==> src/rtl/ata_pkg.sv <==
package ata_pkg;
    localparam int DW   = 16;
    localparam int HALF = DW / 2;
    localparam int AW   = 3;

    typedef enum logic [2:0] {
        PH_IDLE,
        PH_TURN,
        PH_SETUP,
        PH_STROBE,
        PH_REL
    } phase_e;

    typedef struct packed {
        logic          ctrl_blk;
        logic [AW-1:0] addr;
        logic          write;
        logic          wide;
        logic [DW-1:0] wdata;
    } acc_t;

    typedef struct packed {
        logic cs0_n;
        logic cs1_n;
    } cs_t;

    // 16-bit lanes exist only for the command-block data register
    function automatic logic eff_wide(logic ctrl, logic [AW-1:0] a, logic w);
        return w && !ctrl && (a == '0);
    endfunction

    function automatic cs_t cs_encode(logic ctrl);
        cs_t c;
        c.cs0_n = ctrl;
        c.cs1_n = !ctrl;
        return c;
    endfunction

    function automatic logic [DW-1:0] lane_mask(logic wide, logic [DW-1:0] d);
        return wide ? d : {{HALF{1'b0}}, d[HALF-1:0]};
    endfunction
endpackage

==> src/rtl/ata_phase_timer.sv <==
module ata_phase_timer #(
    parameter int W = 4
) (
    input  logic         clk,
    input  logic         rst,
    input  logic         load,
    input  logic [W-1:0] load_val,
    output logic         expired
);
    logic [W-1:0] cnt;

    always_ff @(posedge clk) begin
        if (rst)
            cnt <= '0;
        else if (load)
            cnt <= load_val;
        else if (cnt != '0)
            cnt <= cnt - 1'b1;
    end

    assign expired = (cnt == '0);
endmodule

==> src/rtl/ata_seq.sv <==
module ata_seq
    import ata_pkg::*;
#(
    parameter int TW = 4
) (
    input  logic          clk,
    input  logic          rst,
    input  logic          req_valid,
    input  acc_t          req_acc,
    input  logic [TW-1:0] cfg_setup,
    input  logic [TW-1:0] cfg_strobe,
    output logic          req_ready,
    output acc_t          cur_acc,
    output logic          sample_now,
    output logic          rel_now,
    output logic          cs0_n,
    output logic          cs1_n,
    output logic [AW-1:0] addr,
    output logic          rd_n,
    output logic          wr_n,
    output logic          doe,
    output logic [DW-1:0] dout
);
    phase_e        phase;
    logic [TW-1:0] setup_m1, strobe_m1;
    logic          tmr_load, tmr_done;
    logic [TW-1:0] tmr_val;
    logic          req_wide_eff;
    logic          selected;
    cs_t           cs_act;

    always_comb req_wide_eff = eff_wide(req_acc.ctrl_blk, req_acc.addr, req_acc.wide);

    always_ff @(posedge clk) begin
        if (rst) begin
            phase     <= PH_IDLE;
            cur_acc   <= '0;
            setup_m1  <= '0;
            strobe_m1 <= '0;
        end else begin
            case (phase)
                PH_IDLE: if (req_valid) begin
                    phase            <= PH_TURN;
                    cur_acc.ctrl_blk <= req_acc.ctrl_blk;
                    cur_acc.addr     <= req_acc.addr;
                    cur_acc.write    <= req_acc.write;
                    cur_acc.wide     <= req_wide_eff;
                    cur_acc.wdata    <= lane_mask(req_wide_eff, req_acc.wdata);
                    setup_m1  <= (cfg_setup  == '0) ? '0 : cfg_setup  - 1'b1;
                    strobe_m1 <= (cfg_strobe == '0) ? '0 : cfg_strobe - 1'b1;
                end
                PH_TURN:   phase <= PH_SETUP;
                PH_SETUP:  if (tmr_done) phase <= PH_STROBE;
                PH_STROBE: if (tmr_done) phase <= PH_REL;
                PH_REL:    phase <= PH_IDLE;
                default:   phase <= PH_IDLE;
            endcase
        end
    end

    always_comb begin
        tmr_load = (phase == PH_TURN) || (phase == PH_SETUP && tmr_done);
        tmr_val  = (phase == PH_TURN) ? setup_m1 : strobe_m1;
    end

    ata_phase_timer #(.W(TW)) u_timer (
        .clk      (clk),
        .rst      (rst),
        .load     (tmr_load),
        .load_val (tmr_val),
        .expired  (tmr_done)
    );

    always_comb begin
        selected   = (phase == PH_SETUP) || (phase == PH_STROBE) || (phase == PH_REL);
        cs_act     = selected ? cs_encode(cur_acc.ctrl_blk) : '{cs0_n: 1'b1, cs1_n: 1'b1};
        cs0_n      = cs_act.cs0_n;
        cs1_n      = cs_act.cs1_n;
        addr       = selected ? cur_acc.addr : '0;
        rd_n       = !(phase == PH_STROBE && !cur_acc.write);
        wr_n       = !(phase == PH_STROBE &&  cur_acc.write);
        doe        = cur_acc.write && (phase != PH_IDLE);
        dout       = doe ? cur_acc.wdata : '0;
        req_ready  = (phase == PH_IDLE);
        rel_now    = (phase == PH_REL);
        sample_now = (phase == PH_STROBE) && tmr_done && !cur_acc.write;
    end

    assert_one_strobe_R12: assert property (@(posedge clk) disable iff (rst)
        !rd_n |-> wr_n);
    assert_strobe_selected_R12: assert property (@(posedge clk) disable iff (rst)
        (!rd_n || !wr_n) |-> (cs0_n != cs1_n));
    assert_idle_quiet_R1: assert property (@(posedge clk) disable iff (rst)
        req_ready |-> (cs0_n && cs1_n && rd_n && wr_n && !doe));
    assert_read_bus_free_R3: assert property (@(posedge clk) disable iff (rst)
        !rd_n |-> !doe);
    assert_oe_hold_R4: assert property (@(posedge clk) disable iff (rst)
        $rose(wr_n) |-> doe);
    assert_setup_first_R5: assert property (@(posedge clk) disable iff (rst)
        ($fell(rd_n) || $fell(wr_n)) |-> $past(cs0_n != cs1_n));
endmodule

==> src/rtl/ata_rd_capture.sv <==
module ata_rd_capture
    import ata_pkg::*;
(
    input  logic          clk,
    input  logic          rst,
    input  logic          sample,
    input  logic          wide,
    input  logic [DW-1:0] din,
    output logic [DW-1:0] rdata
);
    always_ff @(posedge clk) begin
        if (rst)
            rdata <= '0;
        else if (sample)
            rdata <= lane_mask(wide, din);
    end
endmodule

==> src/rtl/ata_reg_engine.sv <==
module ata_reg_engine
    import ata_pkg::*;
#(
    parameter int TW = 4
) (
    input  logic          clk,
    input  logic          rst,
    input  logic          req_valid,
    output logic          req_ready,
    input  logic          req_ctrl_blk,
    input  logic [2:0]    req_addr,
    input  logic          req_write,
    input  logic          req_wide,
    input  logic [15:0]   req_wdata,
    input  logic [TW-1:0] cfg_setup,
    input  logic [TW-1:0] cfg_strobe,
    output logic          rsp_done,
    output logic [15:0]   rsp_rdata,
    output logic          ata_cs0_n,
    output logic          ata_cs1_n,
    output logic [2:0]    ata_addr,
    output logic          ata_rd_n,
    output logic          ata_wr_n,
    output logic [15:0]   ata_dout,
    output logic          ata_doe,
    input  logic [15:0]   ata_din
);
    acc_t req_acc, cur_acc;
    logic sample_now;

    always_comb begin
        req_acc.ctrl_blk = req_ctrl_blk;
        req_acc.addr     = req_addr;
        req_acc.write    = req_write;
        req_acc.wide     = req_wide;
        req_acc.wdata    = req_wdata;
    end

    ata_seq #(.TW(TW)) u_seq (
        .clk        (clk),
        .rst        (rst),
        .req_valid  (req_valid),
        .req_acc    (req_acc),
        .cfg_setup  (cfg_setup),
        .cfg_strobe (cfg_strobe),
        .req_ready  (req_ready),
        .cur_acc    (cur_acc),
        .sample_now (sample_now),
        .rel_now    (rsp_done),
        .cs0_n      (ata_cs0_n),
        .cs1_n      (ata_cs1_n),
        .addr       (ata_addr),
        .rd_n       (ata_rd_n),
        .wr_n       (ata_wr_n),
        .doe        (ata_doe),
        .dout       (ata_dout)
    );

    ata_rd_capture u_cap (
        .clk    (clk),
        .rst    (rst),
        .sample (sample_now),
        .wide   (cur_acc.wide),
        .din    (ata_din),
        .rdata  (rsp_rdata)
    );

    assert_done_after_strobe_R9: assert property (@(posedge clk) disable iff (rst)
        rsp_done |-> $past(!ata_rd_n || !ata_wr_n));
    assert_narrow_upper_R11: assert property (@(posedge clk) disable iff (rst)
        (rsp_done && !cur_acc.write && !cur_acc.wide) |-> (rsp_rdata[15:8] == 8'h00));
endmodule

==> config.mk <==
export PLATFORM = sky130hd
export DESIGN_NAME = ata_reg_engine
export DESIGN_NICKNAME = d
export VERILOG_FILES = /design/src/rtl/ata_pkg.sv /design/src/rtl/ata_phase_timer.sv /design/src/rtl/ata_seq.sv /design/src/rtl/ata_rd_capture.sv /design/src/rtl/ata_reg_engine.sv
export SDC_FILE = /design/constraint.sdc
export NUM_CORES = 1
export LEC_CHECK = 0
export BUFFER_PORTS_ARGS = -buffer_cell sky130_fd_sc_hd__clkbuf_2
export CORE_MARGIN = 2
export CORE_UTILIZATION = 45
export DETAILED_ROUTE_END_ITERATION = 12
export PLACE_DENSITY = 0.74
export SLEW_MARGIN = 40
export SYNTH_ARGS = -nofsm -noshare
export SYNTH_HDL_FRONTEND = slang
export SYNTH_SLANG_ARGS = --single-unit
==> constraint.sdc <==
create_clock -name clk -period 3.5 [get_ports clk]
set_clock_uncertainty 0.1 [all_clocks]
set_input_delay 0.7 -clock clk [delete_from_list [all_inputs] [get_ports clk]]
set_output_delay 0.7 -clock clk [all_outputs]
set_load 0.03 [all_outputs]
==> results of run 1 <==
[registers in the layout (all words and copies together), names as in the netlist]
register	cells
u_seq.setup_m1	4
u_seq.phase	3
u_seq.cur_acc	22
u_seq.u_timer.cnt	4
u_seq.strobe_m1	4
u_cap.rdata	16
[Yosys cell counts, types with 2 or more instances]
master / n / area (um^2)
sky130_fd_sc_hd__a2111oi_0: 2 / 17.52
sky130_fd_sc_hd__a211oi_1: 3 / 22.52
sky130_fd_sc_hd__a21oi_1: 35 / 175.2
sky130_fd_sc_hd__a22oi_1: 6 / 45.04
sky130_fd_sc_hd__a22oi_2: 2 / 25.02
sky130_fd_sc_hd__a311oi_1: 4 / 35.03
sky130_fd_sc_hd__and2_1: 17 / 106.4
sky130_fd_sc_hd__and2b_1: 3 / 22.52
sky130_fd_sc_hd__buf_2: 3 / 15.01
sky130_fd_sc_hd__buf_4: 2 / 15.01
sky130_fd_sc_hd__buf_6: 5 / 56.30
sky130_fd_sc_hd__clkbuf_1: 9 / 33.78
sky130_fd_sc_hd__dfxtp_1: 53 / 1061
sky130_fd_sc_hd__inv_1: 2 / 7.510
sky130_fd_sc_hd__mux2i_1: 2 / 20.02
sky130_fd_sc_hd__nand2_1: 55 / 206.5
sky130_fd_sc_hd__nand3_1: 10 / 50.05
sky130_fd_sc_hd__nand3b_1: 3 / 22.52
sky130_fd_sc_hd__nor2_1: 19 / 71.32
sky130_fd_sc_hd__nor2b_1: 5 / 31.28
sky130_fd_sc_hd__nor3_1: 8 / 40.04
sky130_fd_sc_hd__nor3b_4: 2 / 37.54
sky130_fd_sc_hd__o21ai_0: 5 / 25.02
sky130_fd_sc_hd__o311ai_0: 2 / 17.52
sky130_fd_sc_hd__xnor2_1: 3 / 26.28
[layout make-up]
| type | count | area [um^2] | area share, % |
|---|---|---|---|
| clock buffers | 5 | 68.82 | 2.385 |
| clock inverters | 3 | 17.52 | 0.6071 |
| inverters | 2 | 7.507 | 0.2602 |
| multi-input cells | 203 | 1175 | 40.72 |
| flip-flops and latches | 53 | 1061 | 36.77 |
| well taps | 70 | 87.58 | 3.036 |
| repair buffers | 92 | 467.9 | 16.22 |
[kinds of logic (layout without fill, tap and decap cells)]
family / Yosys count / in the layout / synth area share (%)
AOI/OAI and AO/OA: 64 / 64 / 17.83
DFF: 53 / 53 / 44.61
buffers and inverters: 22 / 102 / 5.996
muxes: 2 / 2 / 0.8417
xor gates and xnor gates: 3 / 3 / 1.105
adders and majority gates: 1 / 1 / 0.5260
and+or+nand+nor: 133 / 133 / 29.09
[worst paths after layout]
path	to	slack, ns	cells past startpoint
min	u_cap.rdata[11]$_SDFFE_PP0P_	0.35	2
min reg2reg	u_cap.rdata[11]$_SDFFE_PP0P_	0.35	2
max reg2reg	u_cap.rdata[4]$_SDFFE_PP0P_	1.30	4
max	ata_cs0_n	0.73	4
[metrics by stage]
stage | instances | power (mW) | worst slack, ns | utilization (%) | hold WS [ns]
CTS | 428 | 1.448 | 0.7245 | 56.49 | 0.3585
global route | 428 | 1.515 | 0.6215 | 56.49 | 0.3790
global placement | 420 | 1.099 | 1.127 | 54.75 | 0.3375
finish | 428 | 1.438 | 0.7344 | 56.49 | 0.3546
detailed placement | 420 | 1.114 | 1.051 | 54.80 | 0.3442
floorplan | 278 | 1.030 | 0.6966 | - | 0.3282
[layer usage]
| layer | track usage, % | wire (um) | vias to the layer above | part of all wire, % |
|---|---|---|---|---|
| met5 | 0 | 0 | - | 0 |
| met4 | 4.545 | 36 | 0 | 0.66 |
| met3 | 5.412 | 361 | 4 | 6.6 |
| met2 | 32.72 | 2638 | 66 | 48 |
| met1 | 22.10 | 2420 | 972 | 44 |
| li1 | - | - | 1115 | - |
[report_power, final]
group	switching (mW)	leakage [nW]	internal [mW]
combinational	0.222	0.718	0.166
sequential	0.0525	0.432	0.656
clock	0.202	0.0439	0.139
total	0.477	1.19	0.961
[cell usage in the layout (no fill, tap or decap), types with 5 or more instances in the layout]
master / n
sky130_fd_sc_hd__a22oi_1: 6
sky130_fd_sc_hd__nand3_1: 10
sky130_fd_sc_hd__nand2_1: 55
sky130_fd_sc_hd__a21oi_1: 35
sky130_fd_sc_hd__clkbuf_8: 5
sky130_fd_sc_hd__o21ai_0: 5
sky130_fd_sc_hd__nor2_1: 19
sky130_fd_sc_hd__dfxtp_1: 53
sky130_fd_sc_hd__clkbuf_2: 89
sky130_fd_sc_hd__nor3_1: 8
sky130_fd_sc_hd__and2_1: 17
sky130_fd_sc_hd__nor2b_1: 5
[critical path, stage by stage, from the launching register on]
cell	delay, ns
sky130_fd_sc_hd__dfxtp_1	0.68
sky130_fd_sc_hd__nor2b_1	0.36
sky130_fd_sc_hd__nor2_1	0.14
sky130_fd_sc_hd__or2_2	0.29
sky130_fd_sc_hd__clkbuf_2	0.19
==> flow_summary.yaml, run 1 <==
global_routing:
  number_of_global_route_vias_before_repair: 2058
  combined_global_route_utilization_of_all_metal_layers_pct: 18.55
  pin_count_of_the_biggest_net_entering_global_routing: 54
  grt.overflow.total: 0
  grt_first_pass_wirelength_mm: 9.094
  antenna_violations_before_repair: 0
min_path:
  worst_hold_startpoint: "u_cap.rdata[11]$_SDFFE_PP0P_"
  hold_crit_class: "reg2reg"
cts:
  cts_hold_buffers: 0
  htree_num_levels: 2
  clock_sink_count: 53
  clock_transition_at_the_registers_of_the_reported_paths_ns: 0.10
  tritoncts: "done"
  tritoncts.num_buffers: 5
  ctsResizeCount: 0
  clockRootBuffer: "sky130_fd_sc_hd__clkbuf_8"
  cts_buffer_depth: 2
  cts_setup_buffers: 0
  clock_latency_ns: 0.31
sta:
  hold_viol_final: 0
  layout_min_cycle_time_ns: 2.766
  fmax_ghz: 0.3616
  totalNegativeSetupSlack_ns: 0
  finalMaxSlewViolations: 0
  worst_rel_slew_slack_pct: 54.52
  setup_viol: 0
  rsz_0062_raised_after_global_routing: "no"
  tightest_slew_ns: 0.6786
  layout_worst_path_cycle_share_pct: 79.02
floorplan:
  die_outline_area_um2: 5883
  std_cell_rows: 26
  i_o_pin_total: 91
  floorplan.core_area_um2: 5107
  initial_core_utilization_pct: 46.57
  vert_die_dim_um: 76.70
  die_x_um: 76.70
routing:
  wl_per_cell_um: 12.75
  final_antenna_net_count: 0
  initial_drc_count: 95
  firstDrtPassIters: 4
  viasPerCell: 5.040
  vias: 2157
  postRouteWirelength_mm: 5.457
  detail_route.drc_violations: 0
synthesis:
  synth_ff_type: "sky130_fd_sc_hd__dfxtp_1"
  number_of_synthesized_flops_with_an_enable_pin: 0
  post_synth_inst_count: 278
  post_synthesis_instance_area_um2: 2379
  async_reset_ff_share_pct: 0
  synthesis.area_per_instance_um2: 8.556
  synthesized_net_count: 328
  yosysWarnings: 0
  synth_seq_area_share_pct: 44.61
  post_synth_num_cell_types: 43
  synth_seq_cells: 53
worst_setup_path:
  timing.critical_path.from: "u_seq.phase[1]$_SDFFE_PP0P_"
  critical_path.endpoint_type: "output pin"
  cp_data_required_time_ns: 2.70
  r2r_start: "u_seq.phase[1]$_SDFFE_PP0P_"
  setup.worst_path.start_class: "flip-flop"
  setup.worst_path.class: "reg2out"
  crit_path_max_fanout: 11
  crit_arrival_ns: 1.97
pwr:
  leakage_nw: 1.193
  vdd_drop_max_uv: 231.0
  power_density_nw_per_um2: 498.3
layout:
  design_area_um2: 2885
  n_antenna_cell: 0
  nNetsFinal: 407
  fillerInstances: 498
  layout-area-overhead-vs-synth_pct: 21.30
  final_layout_size_suffix_gt1_share_pct: 30.73
outcome:
  outcome: "finished, final reports clean"
placement:
  numPortBuffers: 90
  gp_congestion: 0.7885
  place_hpwl_mm: 3.903
  post_dp_cell_area_um2: 2799
job:
  cap_violations: 0
Power figures use the tool's default switching activity.
==> run 2: changes to the inputs <==
CORE_UTILIZATION = 44   (was 45)
PLACE_DENSITY = 0.76   (was 0.74)
clock period = 2.25 ns   (was 3.5 ns; I/O delays follow)
==> run 2 against run 1 <==
Non-clock buffer count increased by 7. Worst setup slack got worse by 0.64 ns. Cell area increased by 3.4%. Critical path depth increased by 2. Largest cell class unchanged. Routed wire length decreased by 0.84%. Cell count increased by 1.6%. Register-to-register slack got worse by 1.0 ns. Via count increased by 1.4%.
==> flow_summary.yaml, run 2 (synthesis gave the netlist of run 1 again) <==
placement:
  post_dp_cell_area_um2: 2854
  numPortBuffers: 90
  dpl.cell_count: 425
  gp_congestion: 0.7756
  place_hpwl_mm: 3.820
  detailedPlace.worstSlack_ns: 0.1734
layout:
  fillerInstances: 470
  nNetsFinal: 414
  final_layout_size_suffix_gt1_share_pct: 33.42
  largest_register_ff_count: 22
  top_flop_regs: "u_seq.cur_acc (22), u_cap.rdata (16)"
  layout-area-overhead-vs-synth_pct: 25.46
  n_antenna_cell: 0
  finished_core_util_pct: 57.69
  mostFrequentLayoutCell: "sky130_fd_sc_hd__clkbuf_2"
  largest-register: "u_seq.cur_acc"
  regArea_um2: 1061
  layout_common_cells: "89 x sky130_fd_sc_hd__clkbuf_2, 55 x sky130_fd_sc_hd__nand2_1, 53 x sky130_fd_sc_hd__dfxtp_1"
  design_area_um2: 2984
  multiInputGateArea_um2: 1207
  final-instance-count-excl-fill: 435
floorplan:
  floorplan.core_area_um2: 5172
  initial_core_utilization_pct: 45.98
  i_o_pin_total: 91
  std_cell_rows: 26
  die_x_um: 77.53
  die_outline_area_um2: 6010
  vert_die_dim_um: 77.53
routing:
  detail_route.drc_violations: 0
  initial_drc_count: 80
  viasPerCell: 5.028
  firstDrtPassIters: 4
  postRouteWirelength_mm: 5.411
  final_antenna_net_count: 0
  wl_per_cell_um: 12.44
  vias: 2187
pwr:
  vdd_drop_max_uv: 380.0
  leakage_nw: 1.243
  power_density_nw_per_um2: 763.9
sta:
  totalNegativeSetupSlack_ns: 0
  worst_rel_slew_slack_pct: 63.22
  fmax_ghz: 0.4644
  layout_worst_path_cycle_share_pct: 95.71
  tightest_slew_ns: 0.5517
  finalMaxSlewViolations: 0
  hold_viol_final: 0
  layout_min_cycle_time_ns: 2.153
  timing.final.ws_setup_ns: 0.09654
  setup_viol: 0
worst_setup_path:
  timing.critical_path.max_delay_family: "simple AND/OR/NAND/NOR gates"
  timing.critical_path.from: "u_seq.phase[0]$_SDFFE_PP0P_"
  r2r_start: "u_seq.phase[1]$_SDFFE_PP0P_"
  cpPeakStageDelay_ns: 0.33
  setup.worst_path.class: "reg2out"
  crit_path_max_fanout: 13
  cp_data_required_time_ns: 1.70
  slowest_stage: "sky130_fd_sc_hd__dfxtp_1"
  reg2reg_depth: 6
  timing.reg2reg.setup_slack_ns: 0.28
  worstPathBufferInverterCount: 2
  crit_arrival_ns: 1.60
  r2r_end: "u_seq.setup_m1[0]$_SDFFE_PP0P_"
  critical_path.endpoint_type: "output pin"
  crit_path_cell_trace: "buf_4, nor2_4, and2_4, nor2_2, or2_2, buf_2"
  setup.worst_path.start_class: "flip-flop"
global_routing:
  number_of_global_route_vias_before_repair: 1923
  antenna_violations_before_repair: 0
  grt.overflow.total: 0
  pin_count_of_the_biggest_net_entering_global_routing: 30
  grt_first_pass_wirelength_mm: 8.838
  combined_global_route_utilization_of_all_metal_layers_pct: 18.10
job:
  cap_violations: 0
outcome:
  outcome: "finished, final reports clean"
cts:
  clock_latency_ns: 0.31
  cts_hold_buffers: 0
  clock_sink_count: 53
  clock_transition_at_the_registers_of_the_reported_paths_ns: 0.10
  tritoncts: "done"
  cts_buffer_depth: 2
  tritoncts.num_buffers: 5
  htree_num_levels: 2
  clockRootBuffer: "sky130_fd_sc_hd__clkbuf_8"
min_path:
  worst_hold_startpoint: "req_wdata[2]"
  hold_crit_class: "in2reg"
  hold_path_sink: "u_seq.cur_acc[2]$_SDFFE_PP0P_"
  timing.hold.worst_path_depth: 3
run 2: cell count changes in the layout (fill, tap and decap cells not counted), moves of 2 or more:
| cell | delta |
|---|---|
| sky130_fd_sc_hd__nor2_1 | -2 |
| sky130_fd_sc_hd__nor2b_4 | +2 |
| sky130_fd_sc_hd__buf_4 | +5 |
| sky130_fd_sc_hd__nor2b_1 | -2 |
run 2: final cells by class:
class,count,share of cell area [%]
inverters,2,0.2516
flip-flops and latches,53,35.56
well taps,70,2.935
clock inverters,2,0.4612
multi-input cells,203,40.46
clock buffers,6,2.432
repair buffers,99,17.90
run 2: where the power goes:
group	total [mW]	internal, mW	leakage [nW]	switching [mW]
registers	1.07	1.02	0.432	0.0532
logic	0.673	0.291	0.765	0.381
clock network	0.533	0.222	0.0456	0.311
total	2.28	1.53	1.24	0.745
run 2: how the worst max path moves through the flow:
stage	to	cells after the start	slack, ns
3_5_place_dp	ata_cs0_n	5	0.17
5_1_grt	ata_cs0_n	6	-0.004
6_report	ata_cs0_n	6	0.1
3_3_place_gp	ata_dout[10]	3	0.15
4_1_cts	ata_cs0_n	6	0.002
2_1_floorplan	ata_dout[10]	5	0.02
run 2: stage by stage:
stage	hold slack, ns	total power, mW
after global placement	0.3372	1.729
after floorplan	0.3282	1.605
after CTS	0.2422	2.278
after global routing	0.2389	2.419
after detailed placement	0.3452	1.745
final	0.2451	2.280
run 2: layer usage:
layer  vias to the layer above  share of wire [%]  global-route usage [%]
li1                       1133                  -                       -
met1                       969                 45                   22.77
met2                        75                 45                   28.87
met3                        10                7.7                   5.698
met4                         0                2.1                   7.143
met5                         -                  0                       0
run 2: what timing repair did:
item / CTS / global route
resized for setup: 3 / 6
setup buffers: 0 / 2
endpoints found under the setup margin: 4 / 20
run 2: worst min-delay path, stage by stage:
cell and delay [ns]:
sky130_fd_sc_hd__clkbuf_2 0.08, sky130_fd_sc_hd__nand2_1 0.04, sky130_fd_sc_hd__a21oi_1 0.05
